**config.mk**
```make
export PLATFORM = sky130hd
export DESIGN_NAME = dma_cmd_queue
export DESIGN_NICKNAME = d
export VERILOG_FILES = /design/src/rtl/dcq_pkg.sv /design/src/rtl/dcq_first_set.sv /design/src/rtl/dcq_age_matrix.sv /design/src/rtl/dma_cmd_queue.sv
export SDC_FILE = /design/constraint.sdc
export NUM_CORES = 2
export LEC_CHECK = 0
export BUFFER_PORTS_ARGS = -buffer_cell sky130_fd_sc_hd__buf_2
export CAP_MARGIN = 15
export CORE_MARGIN = 2
export CORE_UTILIZATION = 40
export DETAILED_ROUTE_END_ITERATION = 12
export GPL_TIMING_DRIVEN = 1
export HOLD_SLACK_MARGIN = 0.1
export SYNTH_ARGS = -nofsm -noshare
export SYNTH_HDL_FRONTEND = slang
export SYNTH_SLANG_ARGS = --single-unit
export TNS_END_PERCENT = 20
```
**constraint.sdc**
```tcl
create_clock -name clk -period 14 [get_ports clk]
set_input_delay 2.1 -clock clk [delete_from_list [all_inputs] [get_ports clk]]
set_output_delay 2.1 -clock clk [all_outputs]
set_load 0.1 [all_outputs]
```
**src/rtl/dcq_pkg.sv**
```systemverilog
package dcq_pkg;
  localparam int DCQ_SLOTS  = 16;
  localparam int DCQ_TAG_W  = 5;
  localparam int DCQ_ADDR_W = 32;
  localparam int DCQ_SIZE_W = 12;

  typedef enum logic {
    DIR_GET = 1'b0,
    DIR_PUT = 1'b1
  } dcq_dir_e;
endpackage

```
**src/rtl/dcq_first_set.sv**
```systemverilog
module dcq_first_set #(
  parameter int N = 16,
  parameter int W = (N > 1) ? $clog2(N) : 1
) (
  input  logic [N-1:0] req,
  output logic [N-1:0] onehot,
  output logic [W-1:0] idx,
  output logic         any
);
  always_comb begin
    onehot = '0;
    idx    = '0;
    any    = 1'b0;
    for (int i = N - 1; i >= 0; i--) begin
      if (req[i]) begin
        onehot = '0;
        onehot[i] = 1'b1;
        idx = W'(i);
        any = 1'b1;
      end
    end
  end
endmodule

```
**src/rtl/dcq_age_matrix.sv**
```systemverilog
module dcq_age_matrix #(
  parameter int N = 16
) (
  input  logic                clk,
  input  logic                rst_n,
  input  logic [N-1:0]        occupied,
  input  logic [N-1:0]        alloc_oh,
  input  logic [N-1:0]        free_oh,
  output logic [N-1:0][N-1:0] older
);
  logic [N-1:0][N-1:0] older_n;

  always_comb begin
    for (int i = 0; i < N; i++) begin
      if (alloc_oh[i]) older_n[i] = occupied & ~free_oh;
      else             older_n[i] = older[i] & ~free_oh;
    end
  end

  always_ff @(posedge clk or negedge rst_n) begin
    if (!rst_n) older <= '0;
    else        older <= older_n;
  end
endmodule

```
**src/rtl/dma_cmd_queue.sv**
```systemverilog
module dma_cmd_queue
  import dcq_pkg::*;
#(
  parameter int SLOTS  = DCQ_SLOTS,
  parameter int TAG_W  = DCQ_TAG_W,
  parameter int ADDR_W = DCQ_ADDR_W,
  parameter int SIZE_W = DCQ_SIZE_W,
  parameter int SLOT_W = (SLOTS > 1) ? $clog2(SLOTS) : 1
) (
  input  logic                clk,
  input  logic                rst_n,
  input  logic                cmd_valid,
  output logic                cmd_ready,
  input  logic                cmd_put,
  input  logic                cmd_list,
  input  logic                cmd_fence,
  input  logic                cmd_barrier,
  input  logic [TAG_W-1:0]    cmd_tag,
  input  logic [ADDR_W-1:0]   cmd_addr,
  input  logic [SIZE_W-1:0]   cmd_size,
  output logic                lst_rd_en,
  output logic [ADDR_W-1:0]   lst_ptr,
  input  logic [ADDR_W-1:0]   lst_addr,
  input  logic [SIZE_W-1:0]   lst_size,
  output logic                mreq_valid,
  input  logic                mreq_ready,
  output logic                mreq_put,
  output logic [TAG_W-1:0]    mreq_tag,
  output logic [ADDR_W-1:0]   mreq_addr,
  output logic [SIZE_W-1:0]   mreq_size,
  output logic [SLOT_W-1:0]   mreq_id,
  input  logic                mcpl_valid,
  input  logic [SLOT_W-1:0]   mcpl_id,
  output logic [2**TAG_W-1:0] tag_idle,
  output logic                list_err
);
  localparam int NTAG = 2 ** TAG_W;

  // per-slot control state (reset) and payload (loaded on allocation)
  logic [SLOTS-1:0]  s_valid, s_valid_n, s_done, s_done_n;
  logic [SIZE_W-1:0] s_idx [SLOTS];
  logic [SIZE_W-1:0] s_idx_n [SLOTS];
  logic [SIZE_W-1:0] s_pend [SLOTS];
  logic [SIZE_W-1:0] s_pend_n [SLOTS];
  logic [SLOTS-1:0]  s_put, s_list, s_fence, s_bar;
  logic [TAG_W-1:0]  s_tag [SLOTS];
  logic [ADDR_W-1:0] s_addr [SLOTS];
  logic [SIZE_W-1:0] s_cnt [SLOTS];

  logic [SLOTS-1:0][SLOTS-1:0] older, same_tag;
  logic [SLOTS-1:0]  blocked, eligible, sel_oh, alloc_raw, alloc_oh, free_oh;
  logic [SLOTS-1:0]  iss_v, cpl_v, abort_v, last_v;
  logic [SLOT_W-1:0] sel_idx, alloc_idx;
  logic              sel_any, alloc_any, cmd_fire, elem_zero, req_fire;

  // slot allocation: lowest free index
  dcq_first_set #(.N(SLOTS), .W(SLOT_W)) u_alloc_pick (
    .req(~s_valid), .onehot(alloc_raw), .idx(alloc_idx), .any(alloc_any)
  );

  assign cmd_ready = alloc_any;
  assign cmd_fire  = cmd_valid && cmd_ready;
  assign alloc_oh  = alloc_raw & {SLOTS{cmd_fire}};

  // relative age of occupied slots
  dcq_age_matrix #(.N(SLOTS)) u_age (
    .clk(clk), .rst_n(rst_n), .occupied(s_valid),
    .alloc_oh(alloc_oh), .free_oh(free_oh), .older(older)
  );

  // fence / barrier hold conditions
  always_comb begin
    for (int i = 0; i < SLOTS; i++) begin
      for (int j = 0; j < SLOTS; j++)
        same_tag[i][j] = s_valid[j] && (s_tag[j] == s_tag[i]);
      blocked[i]  = (s_bar[i] && (|older[i])) ||
                    (s_fence[i] && (|(older[i] & same_tag[i])));
      eligible[i] = s_valid[i] && !s_done[i] && !blocked[i];
    end
  end

  // issue selection: lowest eligible index
  dcq_first_set #(.N(SLOTS), .W(SLOT_W)) u_issue_pick (
    .req(eligible), .onehot(sel_oh), .idx(sel_idx), .any(sel_any)
  );

  assign lst_rd_en  = sel_any && s_list[sel_idx];
  assign lst_ptr    = s_addr[sel_idx] + ADDR_W'(s_idx[sel_idx]);
  assign elem_zero  = lst_rd_en && (lst_size == '0);
  assign list_err   = elem_zero;
  assign mreq_valid = sel_any && !elem_zero;
  assign mreq_put   = s_put[sel_idx];
  assign mreq_tag   = s_tag[sel_idx];
  assign mreq_addr  = s_list[sel_idx] ? lst_addr : s_addr[sel_idx];
  assign mreq_size  = s_list[sel_idx] ? lst_size : s_cnt[sel_idx];
  assign mreq_id    = sel_idx;
  assign req_fire   = mreq_valid && mreq_ready;

  // slot next state
  always_comb begin
    for (int i = 0; i < SLOTS; i++) begin
      iss_v[i]   = req_fire && sel_oh[i];
      abort_v[i] = elem_zero && sel_oh[i];
      cpl_v[i]   = mcpl_valid && (mcpl_id == SLOT_W'(i));
      last_v[i]  = !s_list[i] || (SIZE_W'(s_idx[i] + SIZE_W'(1)) == s_cnt[i]);
      s_pend_n[i] = s_pend[i] + SIZE_W'(iss_v[i]) - SIZE_W'(cpl_v[i]);
      s_idx_n[i]  = s_idx[i] + SIZE_W'(iss_v[i]);
      s_done_n[i] = s_done[i] | abort_v[i] | (iss_v[i] & last_v[i]);
      free_oh[i]  = s_valid[i] && s_done_n[i] && (s_pend_n[i] == '0);
      s_valid_n[i] = s_valid[i] && !free_oh[i];
      if (alloc_oh[i]) begin
        s_valid_n[i] = 1'b1;
        s_done_n[i]  = cmd_list && (cmd_size == '0);
        s_pend_n[i]  = '0;
        s_idx_n[i]   = '0;
      end
    end
  end

  always_ff @(posedge clk or negedge rst_n) begin
    if (!rst_n) begin
      s_valid <= '0;
      s_done  <= '0;
      for (int i = 0; i < SLOTS; i++) begin
        s_idx[i]  <= '0;
        s_pend[i] <= '0;
      end
    end else begin
      s_valid <= s_valid_n;
      s_done  <= s_done_n;
      for (int i = 0; i < SLOTS; i++) begin
        s_idx[i]  <= s_idx_n[i];
        s_pend[i] <= s_pend_n[i];
      end
    end
  end

  always_ff @(posedge clk) begin
    for (int i = 0; i < SLOTS; i++) begin
      if (alloc_oh[i]) begin
        s_put[i]   <= cmd_put;
        s_list[i]  <= cmd_list;
        s_fence[i] <= cmd_fence;
        s_bar[i]   <= cmd_barrier;
        s_tag[i]   <= cmd_tag;
        s_addr[i]  <= cmd_addr;
        s_cnt[i]   <= cmd_size;
      end
    end
  end

  // per-tag idle mask
  always_comb begin
    for (int t = 0; t < NTAG; t++) begin
      tag_idle[t] = 1'b1;
      for (int i = 0; i < SLOTS; i++)
        if (s_valid[i] && (s_tag[i] == TAG_W'(t))) tag_idle[t] = 1'b0;
    end
  end
endmodule

```
# Word level (Yosys, flattened, before mapping)
# Memory sizes are Yosys's and may differ from the RTL's.
# Index checks and enable logic that the tools add are counted.
[word_totals]
mem_bits_ro = 0
n_memories = 3
mem_bits_rw = 784
latchBits = 0
register_bits = 736
elab_cells = 3011
[classes]
n_reduce_logical = 1127
n_eq_ne = 767
multipliers = 0
n_addsub = 65
div = 0
shift = 0
magnitude_cmp = 2
bitwise_logic = 85
mux = 848
[memory_table]
columns = ["name", "words", "word_bits", "rd", "rd_clocked_by_memory_dff", "write_ports", "line", "source"]
rows = [
  ["s_addr", 16, 32, 1, 0, 1, "dma_cmd_queue.sv:47", "logic [ADDR_W-1:0] s_addr [SLOTS];"],
  ["s_cnt", 16, 12, 17, 0, 1, "dma_cmd_queue.sv:48", "logic [SIZE_W-1:0] s_cnt [SLOTS];"],
  ["s_tag", 16, 5, 17, 0, 1, "dma_cmd_queue.sv:46", "logic [TAG_W-1:0] s_tag [SLOTS];"],
]
[ops]
columns = ["operator", "count"]
rows = [
  ["5-bit equality test (second input constant)", 256],
  ["5-bit equality test", 240],
  ["1-bit logical AND", 918],
  ["16-bit 2-to-1 mux", 48],
  ["1-bit 2-to-1 mux", 655],
  ["5-bit by 4-bit equality test with 1-bit output (second input constant)", 128],
  ["12-bit 2-to-1 mux", 50],
  ["16-bit bitwise AND", 34],
  ["32-bit 2-to-1 mux", 16],
  ["16-bit OR reduction", 32],
  ["32-bit OR reduction", 15],
  ["12-bit by 1-bit adder with 12-bit output", 32],
  ["5-bit by 3-bit equality test with 1-bit output (second input constant)", 64],
  ["4-bit 2-to-1 mux", 61],
  ["12-bit zero test", 18],
  ["12-bit by 1-bit adder with 12-bit output (second input constant)", 16],
  ["12-bit equality test", 16],
  ["12-bit by 1-bit subtractor with 12-bit output", 16],
  ["12-bit OR reduction", 15],
  ["5-bit by 2-bit equality test with 1-bit output (second input constant)", 32],
  ["5-bit by 1-bit equality test with 1-bit output (second input constant)", 16],
  ["5-bit zero test", 16],
  ["5-bit 2-to-1 mux", 15],
  ["5-bit OR reduction", 15],
  ["other kinds (16)", 170],
]

# Logic depth before layout (Yosys ltp)
[logic_depth]
depth_word = 39
ltp_mapped = 42
mapped_depth_nobuf = 35

# Modules after synthesis
# A second synthesis with hierarchy kept.
[unflattened]
cells_unflattened = 8334
area_unflattened_um2 = 91346.4
[by_module_without_submodules]
columns = ["mod", "n_inst", "seq_area_each_um2", "area_per_inst_um2", "cells_each"]
rows = [
  ["dma_cmd_queue", 1, 35874.4, 79946.7, 7380],
  ["dcq_age_matrix", 1, 6406.1, 10696.5, 848],
  ["dcq_first_set", 2, 0.0, 351.6, 53],
]

# Worst setup path before layout
# No wires, ideal clock.
[synth_timing]
path_kind = "reg2out"
start = "mem s_tag[10][2] (netlist bit)"
end = "out lst_ptr[18]"
slack_ps = 2335
n_path_buf = 9
arrival_ps = 9565
required_ps = 11900
stages_incl_launch_ff = 38
path_cell_list = "edfxtp_1 buf_6 buf_12 xor2_2 nor2_1 nand4_1 o2111ai_1 or4_1 o32a_1 and4_4 a2111oi_4 nor2_4 clkinv_4 buf_6 buf_2 buf_1 clkbuf_1 buf_2 (+2 left out) nand3_1 a31oi_1 mux2i_1 ha_1 fa_1 a21o_1 a21oi_1 o21bai_1 a21oi_1 o21bai_1 a21oi_1 o21bai_1 a21oi_1 o21bai_1 a21oi_1 nand4b_1 nor3_2 xnor2_1"
[synth_lines]
columns = ["element", "line", "source"]
rows = [
  ["from (decl)", "dma_cmd_queue.sv:46", ""],
  ["to (decl)", "dma_cmd_queue.sv:22", "output logic [ADDR_W-1:0] lst_ptr,"],
]

==> results.sh <==
export IMPL_rr_endpoint="u_age.older[195]$_DFF_PN0_"
export IMPL_fillers=21173
export IMPL_layout_drive_gt1_share=0.0975
export IMPL_grt_max_degree=158
export IMPL_overflow=0
export IMPL_avgRoutedWirePerCell_um=33.2
export IMPL_cts_root_buffer="clkbuf_16"
export IMPL_crit_fanout=63
export IMPL_yosysUniqueCellTypes=101
export IMPL_fin_tns_setup_ps=0
export IMPL_holdPathStages=2
export IMPL_synth_compound_area_frac=0.0857
export IMPL_max_slew_margin_rel=-0.0822
export IMPL_status="finished with violations"
export IMPL_r2r_cells=35
export IMPL_maxCapViolCount=1
export IMPL_hold_violations=0
export IMPL_hp_start="u_age.older[164]$_DFF_PN0_"
export IMPL_mappedNetlistNets=9556
export IMPL_dp_hpwl_mm=288
export IMPL_drt_total_wl_mm=411
export IMPL_via_count=76762
export IMPL_clkTransAtPathRegs_ps=70
export IMPL_crit_type="reg -> out"
export IMPL_total_power_mw=25.4
export IMPL_clock_skew_ps=72.3
export IMPL_synth_edff_count=848
export IMPL_gp_congestion=1.12
export IMPL_clockBufferDepth=3
export IMPL_worst_hold_path_type="reg -> reg"
export IMPL_antenna_found_initial=32
export IMPL_port_buffers=227
export IMPL_rsz0062_at_grt="no"
export IMPL_syn_area_um2=90400
export IMPL_yosysSeqAreaShare=0.468
export IMPL_violations="max-capacitance violations, max-slew violations"
export IMPL_grtUsageTotal=0.349
export IMPL_slew_violations=2
export IMPL_placed_area_um2=94700
export IMPL_area_growth_syn_to_layout_pct=11.2
export IMPL_whs_ps=533
export IMPL_ant_nets=0
export IMPL_max_stage_delay_ps=1040
export IMPL_synth_fa_ha_area_frac=0.0389
export IMPL_final_cell_mix="nor2_1 (1076), edfxtp_1 (848), nand2_1 (804), xor2_1 (749), dfrtp_1 (668)"
export IMPL_cts_setup_buffers=0
export IMPL_cts_htree_levels=4
export IMPL_grt_pass1_wl_mm=573
export IMPL_cts_made_buffers=170
export IMPL_final_common_cell="nor2_1"
export IMPL_min_to="u_age.older[164]$_DFF_PN0_"
export IMPL_yosysWarnings=0
export IMPL_setup_violations=0
export IMPL_first_pass_iters=6
export IMPL_cp_start_kind="register"
export IMPL_synth_async_reset_ratio=0.442
export IMPL_start_util=0.402
export IMPL_fin_area_um2=101000
export IMPL_reg2reg_slack_ps=1810
export IMPL_synthSimpleGateAreaFrac=0.191
export IMPL_num_rows=174
export IMPL_cts_hold_buf=0
export IMPL_fmax_mhz=73.4
export IMPL_critPathRequiredTime_ps=11900
export IMPL_post_route_min_period_ps=13620
export IMPL_core_area_um2=225000
export IMPL_ys_ff_latch=1520
export IMPL_cp_slowest_cell="edfxtp_1"
export IMPL_clkSinkCount=1520
export IMPL_drc=0
export IMPL_clock_latency_ps=900
export IMPL_nets=9598
export IMPL_p_leak_nw=40.1
export IMPL_io_pins=228
export IMPL_synthMuxAreaShare=0.0505
export IMPL_grt_pass1_vias=74150
export IMPL_fin_crit_sh=0.973
export IMPL_vias_per_cell=6.20
export IMPL_synth_flop_cell="edfxtp_1"
export IMPL_synth_xor_area_frac=0.117
export IMPL_crit_path_end_kind="output pin"
export IMPL_dieArea_um2=230000
export IMPL_worstMarginPinSlew_ps=1610
export IMPL_die_x_um=479
export IMPL_post_cts_resized=0
export IMPL_cts_tree="done"
export IMPL_cp_arrival_ps=11520
export IMPL_syn_instance_count=9181
export IMPL_die_y_um=479
export IMPL_reg2reg_from="s_tag[0][0]$_DFFE_PP_"
export IMPL_drtIter0Drc=10334
export IMPL_irDropWorstVdd_mv=1.09
export IMPL_syn_avg_cell_area_um2=9.85
export IMPL_powerDensity_nw_per_um2=252
export IMPL_worst_path_most_repeated_cell="a21oi_1"
export IMPL_synth_top_family_by_area="simple AND/OR/NAND/NOR gates"
[logic make-up (layout without fill, tap and decap cells)]
kind of cell    after synthesis  count (layout)
mux                         394             394
simple gates               3626            3626
other cells                   0              12
flops                      1520            1520
fa+ha+maj                   271             271
xor+xnor                   1211            1211
buf+inv                    1005            1195
compound gates             1154            1154
[critical path, delay by kind of cell, from the launching register on]
family          cells  cell delay (ps)
simple gates       11             4050
mux                 1              330
flops               1             1040
compound gates     14             2940
fa+ha+maj           1              290
buf+inv             3             1500
xor+xnor            2              370
[metal layers]
| metal | track usage | wire length (um) |
|---|---|---|
| met5 | 0 | 191 |
| met4 | 0.246 | 34800 |
| met3 | 0.0781 | 39500 |
| met2 | 0.530 | 180000 |
| met1 | 0.440 | 156000 |
[synth_stat cells (all sizes together), types with 18 or more instances]
master   instances  share of area
a211oi          43         0.0036
a21o            35         0.0029
a21oi          303          0.017
a22oi          110         0.0091
a311oi          37         0.0036
a31oi           70         0.0048
and2            38         0.0026
and3            74         0.0051
buf            333          0.021
clkbuf         287          0.012
dfrtp          672           0.19
edfxtp         848           0.28
ha             252          0.035
inv            384          0.016
mux2            38         0.0047
mux2i          310          0.034
mux4            46          0.011
nand2          805          0.033
nand2b          58         0.0040
nand3          506          0.028
nand4          356          0.025
nor2          1081          0.045
nor2b          172          0.012
nor3           263          0.015
nor3b           29         0.0025
nor4           146          0.010
o2111ai         38         0.0037
o211ai          42         0.0035
o21ai          145         0.0081
o21bai         127          0.011
o22ai           53         0.0037
o41ai           19         0.0019
or3             18         0.0014
or4             18         0.0015
xnor2          461          0.045
xor2           750          0.073
[state kept, by name (all words and copies together), names as in the netlist]
register and flops:
s_addr 512, u_age.older 256, s_cnt 192, s_idx 192
s_pend 192, s_tag 80, s_bar 16, s_done 16
s_fence 16, s_list 16, s_put 16, s_valid 16
[final cells by class]
class,count,area [um^2],share of cell area
multi-input cells,6656,43900,0.437
flip-flops and latches,1520,42300,0.421
clock buffers,220,4650,0.0463
well taps,2992,3740,0.0372
repair buffers,490,3320,0.0330
inverters,385,1460,0.0145
clock inverters,100,1140,0.0113
diodes,12,30.0,0.000299
[how the worst max path moves through the flow]
stage | from | depth (start not counted) | to | slack [ps]
CTS | s_tag[5][2]$_DFFE_PP_ | 32 | lst_ptr[29] | 800
global route | s_tag[5][2]$_DFFE_PP_ | 31 | lst_ptr[24] | 140
global placement | s_tag[5][2]$_DFFE_PP_ | 31 | lst_ptr[24] | 1960
finish | s_tag[0][0]$_DFFE_PP_ | 32 | lst_ptr[29] | 380
detailed placement | s_tag[0][0]$_DFFE_PP_ | 32 | lst_ptr[29] | 1780
floorplan | s_tag[10][2]$_DFFE_PP_ | 37 | lst_ptr[18] | 2340
[through the flow]
stage / setup WS, ps / utilization / instances
final: 383 / 0.447 / 12375
after global routing: 137 / 0.447 / 12366
after detailed placement: 1780 / 0.422 / 12043
after floorplan: 2340 / - / 9181
after global placement: 1960 / 0.421 / 12042
after CTS: 801 / 0.447 / 12363
[power by group]
group	total [mW]	internal [mW]	switching [mW]
sequential	5.79	5.27	0.514
clock	4.64	2.61	2.03
combinational	14.9	4.11	10.8
total	25.4	12.0	13.4
Note: power is estimated with default switching activity, not from simulation.
